===== config.mk =====
export PLATFORM = sky130hd
export DESIGN_NAME = ecc_fix_seq
export DESIGN_NICKNAME = d
export VERILOG_FILES = /design/src/rtl/ecc_seq_pkg.sv /design/src/rtl/ecc_code_unpack.sv /design/src/rtl/ecc_settle_timer.sv /design/src/rtl/ecc_err_pick.sv /design/src/rtl/ecc_fix_seq.sv
export SDC_FILE = /design/constraint.sdc
export NUM_CORES = 1
export LEC_CHECK = 0
export CAP_MARGIN = 20
export CORE_AREA = 4 4 145 147
export DETAILED_ROUTE_END_ITERATION = 8
export DIE_AREA = 0 0 149 151
export PLACE_DENSITY = 0.66
export SYNTH_ARGS = -nofsm -noshare
export SYNTH_HDL_FRONTEND = slang
export SYNTH_SLANG_ARGS = --single-unit

===== constraint.sdc =====
create_clock -name clk -period 3.4 [get_ports clk]
set_input_delay 0.68 -clock clk [delete_from_list [all_inputs] [get_ports clk]]
set_output_delay 0.68 -clock clk [all_outputs]
set_load 0.05 [all_outputs]

===== src/rtl/ecc_seq_pkg.sv =====
package ecc_seq_pkg;

  localparam int NVAL      = 8;
  localparam int VW        = 10;
  localparam int CODE_W    = NVAL * VW;
  localparam int NSYN      = 4;
  localparam int SYN_W     = NSYN * 32;
  localparam int BUF_BYTES = 512;
  localparam int IDX_W     = $clog2(BUF_BYTES);
  localparam int BIAS      = BUF_BYTES + 7;

  typedef enum logic [3:0] {
    S_IDLE, S_SCAN, S_LOAD, S_SYND, S_KICK, S_SETTLE, S_POLL, S_FIX, S_FIN
  } state_t;

  typedef struct packed {
    logic             ok;
    logic [IDX_W-1:0] idx;
  } hit_t;

  // Reversed engine address -> data byte index; ok only inside the chunk.
  function automatic hit_t map_err_addr(input logic [VW-1:0] a);
    hit_t       h;
    logic [VW:0] d;
    d     = (VW+1)'(BIAS) - {1'b0, a};
    h.ok  = ({1'b0, a} <= (VW+1)'(BIAS)) && (d < (VW+1)'(BUF_BYTES));
    h.idx = d[IDX_W-1:0];
    return h;
  endfunction

  // Syndrome is clear when every word's two 10-bit fields are zero.
  function automatic logic syn_is_clear(input logic [SYN_W-1:0] s);
    logic acc;
    acc = 1'b0;
    for (int w = 0; w < NSYN; w++)
      acc = acc | (|s[32*w +: VW]) | (|s[32*w+16 +: VW]);
    return !acc;
  endfunction

endpackage


===== src/rtl/ecc_code_unpack.sv =====
module ecc_code_unpack #(
  parameter int NV = 8,
  parameter int W  = 10
) (
  input  logic [NV*W-1:0]       code,
  output logic [NV-1:0][W-1:0]  vals
);
  for (genvar k = 0; k < NV; k++) begin : g_slice
    assign vals[k] = code[k*W +: W];
  end
endmodule


===== src/rtl/ecc_settle_timer.sv =====
module ecc_settle_timer #(
  parameter int LIMIT = 200
) (
  input  logic clk,
  input  logic rst_n,
  input  logic clr,
  input  logic run,
  output logic expired
);
  localparam int CW = (LIMIT > 1) ? $clog2(LIMIT) : 1;
  logic [CW-1:0] cnt;

  assign expired = (cnt == CW'(LIMIT - 1));

  always_ff @(posedge clk) begin
    if (!rst_n)              cnt <= '0;
    else if (clr)            cnt <= '0;
    else if (run && !expired) cnt <= cnt + 1'b1;
  end
endmodule


===== src/rtl/ecc_err_pick.sv =====
module ecc_err_pick
  import ecc_seq_pkg::*;
(
  input  logic [1:0]       sel,
  input  logic [31:0]      addr_a,
  input  logic [31:0]      addr_b,
  input  logic [31:0]      val_a,
  input  logic [31:0]      val_b,
  output logic             hit,
  output logic [IDX_W-1:0] idx,
  output logic [7:0]       val
);
  logic [31:0] areg, vreg;
  logic [15:0] ahalf, vhalf;
  hit_t        m;
  logic        unused_pick;

  always_comb begin
    areg  = sel[1] ? addr_b : addr_a;
    vreg  = sel[1] ? val_b  : val_a;
    ahalf = sel[0] ? areg[31:16] : areg[15:0];
    vhalf = sel[0] ? vreg[31:16] : vreg[15:0];
    m     = map_err_addr(ahalf[VW-1:0]);
  end

  assign hit = m.ok;
  assign idx = m.idx;
  assign val = vhalf[7:0];
  assign unused_pick = ^{ahalf[15:VW], vhalf[15:8]};
endmodule


===== src/rtl/ecc_fix_seq.sv =====
module ecc_fix_seq
  import ecc_seq_pkg::*;
#(
  parameter int TIMEOUT_CYC = 200
) (
  input  logic                 clk,
  input  logic                 rst_n,
  input  logic                 start,
  input  logic [CODE_W-1:0]    code_in,
  output logic                 eng_load_valid,
  output logic [VW-1:0]        eng_load_data,
  input  logic [SYN_W-1:0]     syn_in,
  output logic                 calc_start,
  input  logic [3:0]           eng_state,
  input  logic [1:0]           eng_count,
  input  logic [31:0]          err_addr_a,
  input  logic [31:0]          err_addr_b,
  input  logic [31:0]          err_val_a,
  input  logic [31:0]          err_val_b,
  output logic                 xor_we,
  output logic [IDX_W-1:0]     xor_idx,
  output logic [7:0]           xor_val,
  output logic                 done,
  output logic [2:0]           fix_count,
  output logic                 fail
);
  localparam int LW = $clog2(NVAL);

  state_t                  st;
  logic [CODE_W-1:0]       code_q;
  logic [NVAL-1:0][VW-1:0] vals;
  logic [LW-1:0]           ld_idx;
  logic [2:0]              err_total;
  logic [1:0]              fix_i;
  logic [2:0]              cnt_q;
  logic                    fail_q;

  // named internal events
  logic code_erased, syn_clear, eng_busy, tmr_expired, settle_leave;
  logic pick_hit, last_err;

  ecc_code_unpack #(.NV(NVAL), .W(VW)) u_unpack (
    .code(code_q), .vals(vals)
  );

  ecc_settle_timer #(.LIMIT(TIMEOUT_CYC)) u_timer (
    .clk(clk), .rst_n(rst_n), .clr(st == S_KICK), .run(st == S_SETTLE),
    .expired(tmr_expired)
  );

  ecc_err_pick u_pick (
    .sel(fix_i), .addr_a(err_addr_a), .addr_b(err_addr_b),
    .val_a(err_val_a), .val_b(err_val_b),
    .hit(pick_hit), .idx(xor_idx), .val(xor_val)
  );

  assign code_erased  = &code_q;
  assign syn_clear    = syn_is_clear(syn_in);
  assign eng_busy     = eng_state[3] | eng_state[2];
  assign settle_leave = eng_busy | tmr_expired;
  assign last_err     = ({1'b0, fix_i} == (err_total - 3'd1));

  assign eng_load_valid = (st == S_LOAD);
  assign eng_load_data  = vals[ld_idx];
  assign calc_start     = (st == S_KICK);
  assign xor_we         = (st == S_FIX) && pick_hit;
  assign done           = (st == S_FIN);
  assign fix_count      = cnt_q;
  assign fail           = fail_q;

  always_ff @(posedge clk) begin
    if (!rst_n) begin
      st        <= S_IDLE;
      code_q    <= '0;
      ld_idx    <= '0;
      err_total <= 3'd1;
      fix_i     <= '0;
      cnt_q     <= '0;
      fail_q    <= 1'b0;
    end else begin
      case (st)
        S_IDLE: if (start) begin
          code_q <= code_in;
          cnt_q  <= '0;
          fail_q <= 1'b0;
          st     <= S_SCAN;
        end
        S_SCAN: begin
          ld_idx <= LW'(NVAL - 1);
          st     <= code_erased ? S_FIN : S_LOAD;
        end
        S_LOAD: begin
          if (ld_idx == '0) st <= S_SYND;
          else              ld_idx <= ld_idx - 1'b1;
        end
        S_SYND:   st <= syn_clear ? S_FIN : S_KICK;
        S_KICK:   st <= S_SETTLE;
        S_SETTLE: if (settle_leave) st <= S_POLL;
        S_POLL: begin
          case (eng_state)
            4'd0: st <= S_FIN;
            4'd1: begin fail_q <= 1'b1; st <= S_FIN; end
            4'd2, 4'd3: begin
              err_total <= {1'b0, eng_count} + 3'd1;
              fix_i     <= '0;
              st        <= S_FIX;
            end
            default: st <= S_POLL;
          endcase
        end
        S_FIX: begin
          if (pick_hit) cnt_q <= cnt_q + 3'd1;
          if (last_err) st <= S_FIN;
          else          fix_i <= fix_i + 2'd1;
        end
        S_FIN:   st <= S_IDLE;
        default: st <= S_IDLE;
      endcase
    end
  end
endmodule


After elaboration in Yosys (flattened, before gate mapping)
Cells that the tools add are included. W data, S select, Z words.

Bits in registers: 104. Word-level logic and storage cells: 105. Output and inout bits: 35.

Mux-type cells: 25. $lt $le $gt $ge: 3. Add/subtract/negate cells: 7. Reduce and logical (&&, ||, !) cells: 30. Eq/ne operators: 22. Bitwise logic cells: 10.

Operator list (count): $reduce_and A80 Y1 (1); $reduce_or A10 Y1 (8); $pmux W4 S8 (1); $bmux W10 S3 (1); $mux W26 (1); $mux W24 (1); $mux W4 (6); $mux W10 (2); $eq A4 B2 Y1 const B (4); $eq A4 B3 Y1 const B (4); $ne A2 B2 Y1 const B (8); $pmux W3 S2 (2); $lt A11 B10 Y1 const B (1); $sub A10 B10 Y11 const A (1); $le A10 B10 Y1 const B (1); $mux W3 (3); $or A1 B1 Y1 (9); $reduce_and A3 Y1 (3); $add A8 B1 Y8 const B (1); $eq A4 B1 Y1 const B (2); $eq A8 B8 Y1 const B (1); $logic_not A4 Y1 (2); $mux W8 (1); $pmux W4 S2 (1); other kinds (20) (32).

Longest topological paths before layout
Word-level depth: 10. Depth in mapped cells: 11. Depth with buffers taken out: 9.

By module
A second synthesis with hierarchy kept.

Cell total of the unflattened synthesis: 718. Area, all modules: 6222.2 um^2.

Modules (own cells, without submodules): ecc_fix_seq (times used 1, area an instance 4625.7 um^2, sequential area each 1921.8 um^2, cells an instance 552); ecc_code_unpack (times used 1, area an instance 600.6 um^2, sequential area each 0.0 um^2, cells an instance 80); ecc_err_pick (times used 1, area an instance 560.5 um^2, sequential area each 0.0 um^2, cells an instance 41); ecc_settle_timer (times used 1, area an instance 435.4 um^2, sequential area each 160.2 um^2, cells an instance 45).

Worst setup path after synthesis
Ideal clock, no wire load.

Path kind: in2out. From: input port err_addr_b[19]. To: output port xor_we. Cell stages on the path: 8. Buffers on the path: 0. Arrival: 3127 ps. Required time: 2720 ps. Path slack: -407 ps. Path through: mux4_2 > inv_1 > ha_1 > inv_1 > nor4_1 > o21ai_0 > mux2_4 > nor2_1.

Longest elaborated chain between the ends: 6. Elaborated cells between the ends (all ways): 7. Classes of those cells: 1 x add/sub; 2 x order compare; 2 x mux; 2 x reduce/logical.

Ends and longest elaborated chain: start: declaration (line ecc_fix_seq.sv:17) `input logic [31:0] err_addr_b,`; $mux W26 (*) (line ecc_err_pick.sv:19) `areg = sel[1] ? addr_b : addr_a;`; $mux W10 (*) (line ecc_err_pick.sv:21) `ahalf = sel[0] ? areg[31:16] : areg[15:0];`; $sub A10 B10 Y11 (line ecc_seq_pkg.sv:25) `d = (VW+1)'(BIAS) - {1'b0, a};`; $lt A11 B10 Y1 (line ecc_seq_pkg.sv:26) `h.ok = ({1'b0, a} <= (VW+1)'(BIAS)) && (d < (VW+1)'(BUF_BYTES));`; $logic_and A1 B1 Y1 (*) (line ecc_seq_pkg.sv:26); $logic_and A1 B1 Y1 (*) (line ecc_fix_seq.sv:66) `assign xor_we = (st == S_FIX) && pick_hit;`; end: declaration (line ecc_fix_seq.sv:20) `output logic xor_we,`.

Mark *: on every way between the ends. The rest lies on a longest branch, timed or not.

Final worst setup path
From: input port err_addr_b[3]. To: output port xor_we.

Same word-level chain as after synthesis.

==> impl_metrics.py <==
metrics = {
    "timing": {
        "hold_viol": 0,
        "setup_violations": 0,
        "fin_crit_ps": 3300,
        "rsz0062_at_grt": "false",
        "clock-skew-final_ps": 13.0,
        "post-route-period-util_pct": 97.2,
        "whs_ps": 475,
        "maxSlewViolCount": 0,
        "clock.fmax_mhz": 303,
        "relSlewSlack_pct": 53.5,
        "setup_tns_ps": 0,
        "worstMarginPinSlew_ps": 697,
    },
    "worst_setup_path": {
        "ff2ff_path_depth": 8,
        "crit_chain": "dlygate4sd2_1, mux4_2, inv_2, ha_4, inv_2, nor4_4, o21ai_1, mux2_4, nor2_4, buf_12",
        "crit_path_start_kind": "input port",
        "crit_type": "input port to output port",
        "critPathRequiredTime_ps": 2720,
        "worstPathArrival_ps": 2620,
        "cp_common_cell": "inv_2",
        "crit_slowest_cell": "mux4_2",
        "cp_max_fo": 3,
        "slowest_delay_ps": 480,
        "cp-end-kind": "output port",
    },
    "clock_network": {
        "clockRootBuffer": "clkbuf_16",
        "cts_tree": "built",
        "cts_num_sinks": 104,
        "htreeDepth": 3,
        "clk_pin_slew_ps": 70,
        "postCtsHoldBufs": 0,
        "cts_buffers": 9,
        "clockBufferDepth": 2,
        "insertion_delay_ps": 350,
    },
    "cells_and_area": {
        "final_util_pct": 45.3,
        "antenna_cells": 0,
        "final_common_cell": "clkdlybuf4s50_1",
        "final_layout_size_suffix_gt1_share_pct": 14.1,
        "mostFrequentLayoutCells": "239 x clkdlybuf4s50_1, 174 x nand2_1, 103 x dfxtp_1",
        "syn2layout_area_growth_pct": 63.6,
        "nNetsFinal": 1255,
        "layout.cells.non_filler": 1178,
    },
    "routing": {
        "route.antenna.remaining_nets": 0,
        "vias": 5728,
        "vias_per_cell": 4.86,
        "dr.pass1.iters": 5,
        "drc": 0,
        "wl_per_cell_um": 16.8,
        "drtIter0Drc": 437,
        "finalWirelength_um": 19800,
    },
    "global_routing": {
        "grt_pass1_wl_um": 29700,
        "grt_start_max_net_pins": 85,
        "grt_usage_pct": 16.8,
        "overflow": 0,
        "grt_pass1_vias": 5606,
        "antenna_found_initial": 0,
    },
    "placement": {
        "dpl.hpwl_um": 16100,
        "port_buffers": 275,
        "placedCellCount": 1159,
        "gp_congestion": 0.886,
    },
    "die": {
        "start_util_pct": 27.7,
        "num_rows": 52,
        "dieArea_mm2": 0.0225,
        "num_io_pins": 380,
        "core_area_mm2": 0.0199,
        "die_x_um": 149,
        "die_y_um": 151,
    },
    "synth": {
        "synth_top_area_cell": "dfxtp_1",
        "ys.flop_type": "dfxtp_1",
        "syn_inst": 641,
        "ys_seq_area_share_pct": 37.8,
        "ys_async_sr_fraction_pct": 0,
        "synth_cell_types": 46,
        "synth_top_area_share_pct": 37.8,
        "synth-edff-count": 0,
        "synth_area_mm2": 0.00551,
        "ys_ff_latch": 104,
        "ys.warnings.count": 0,
        "synthTopCellsByArea": "dfxtp_1 38%, mux4_2 14%, nand2_1 12%, a21oi_1 7.9%, nand4_1 3.2%",
        "synth_nets": 993,
        "avgSynthCellArea_um2": 8.60,
    },
    "hold_path": {
        "hp-class": "register to register",
        "whs_path_depth": 2,
    },
    "power": {
        "max-vdd-ir-drop_mv": 0.302,
        "p_leak_nw": 3.26,
        "p_per_area_mw_per_mm2": 511,
    },
    "run_status": {
        "status": "finished clean",
    },
    "job": {
        "drv_cap": 0,
    },
}
-- report_power, final --
group / total (mW) / switching, mW / internal [mW] / leakage [nW]
Sequential: 1.70 / 0.270 / 1.43 / 0.850
Combinational: 1.87 / 0.988 / 0.881 / 2.25
Clock: 1.04 / 0.513 / 0.527 / 0.150
Total: 4.61 / 1.77 / 2.84 / 3.26
-- final timing paths --
| path | startpoint | end | slack, ps |
|---|---|---|---|
| max | err_addr_b[3] | xor_we | 100 |
| min | code_q[19] | code_q[19] | 470 |
| max reg2reg | fix_i[0] | fix_count[2] | 690 |
| min reg2reg | code_q[19] | code_q[19] | 470 |
-- through the flow --
step / power (mW) / worst slack, ps / cell area, um^2
final: 4.61 / 96.7 / 9020
after global placement: 3.57 / -333 / 8660
after CTS: 4.64 / 6.71 / 9000
after floorplan: 2.83 / -13.6 / 5530
after global routing: 4.88 / 14.2 / 9020
after detailed placement: 3.60 / -354 / 8660
-- sequential cells by signal, indices dropped and copies added (netlist names) --
register,count
ld_idx,3
st,4
fail,1
err_total,3
fix_i,2
fix_count,3
code_q,80
u_timer.cnt,8
-- synthesized netlist by cell type (all sizes together), types with 6 or more instances --
cell type / instances
nand2: 174
dfxtp: 104
a21oi: 87
mux4: 37
clkbuf: 36
nand4: 28
nor2: 28
nor4: 27
mux2: 14
inv: 12
nor3: 10
nand3: 9
xor2: 9
buf: 8
ha: 7
xnor2: 7
mux2i: 6
-- what timing repair did --
action,CTS,global route
pin swaps,4,4
gates resized for setup,15,5
buffers inserted,2,1
setup endpoints to repair,2,2
-- per-layer routing --
metal / vias up / wire (um) / track usage (%)
met5: - / 0 / 0
met4: 0 / 420 / 4.67
met3: 23 / 1560 / 3.50
met2: 226 / 9170 / 27.7
met1: 2656 / 8660 / 22.5
li1: 2823 / - / -
-- cell families (layout without fill, tap and decap cells) --
logic type	Yosys count	in the layout	share of synthesized area, %
fa+ha+maj	7	7	1.59
flops	104	104	37.8
simple gates	294	294	24.2
xor+xnor	16	16	2.54
mux	57	57	19.3
compound gates	107	107	10.6
buf+inv	56	323	4.02
-- worst max-delay path, delay by kind of cell --
| family | cells | cell delay (ps) |
|---|---|---|
| compound gates | 1 | 120 |
| buf+inv | 4 | 520 |
| mux | 2 | 810 |
| simple gates | 2 | 330 |
| fa+ha+maj | 1 | 150 |
-- final cells by class --
cell class	count	area, um^2
Fill cell	1994	10900
Multi-Input combinational cell	481	3260
Inverter	12	45.0
Tap cell	270	338
Clock buffer	9	225
Sequential cell	104	2080
Timing Repair Buffer	295	2990
Clock inverter	7	81.3
Power figures use the tool's default switching activity.
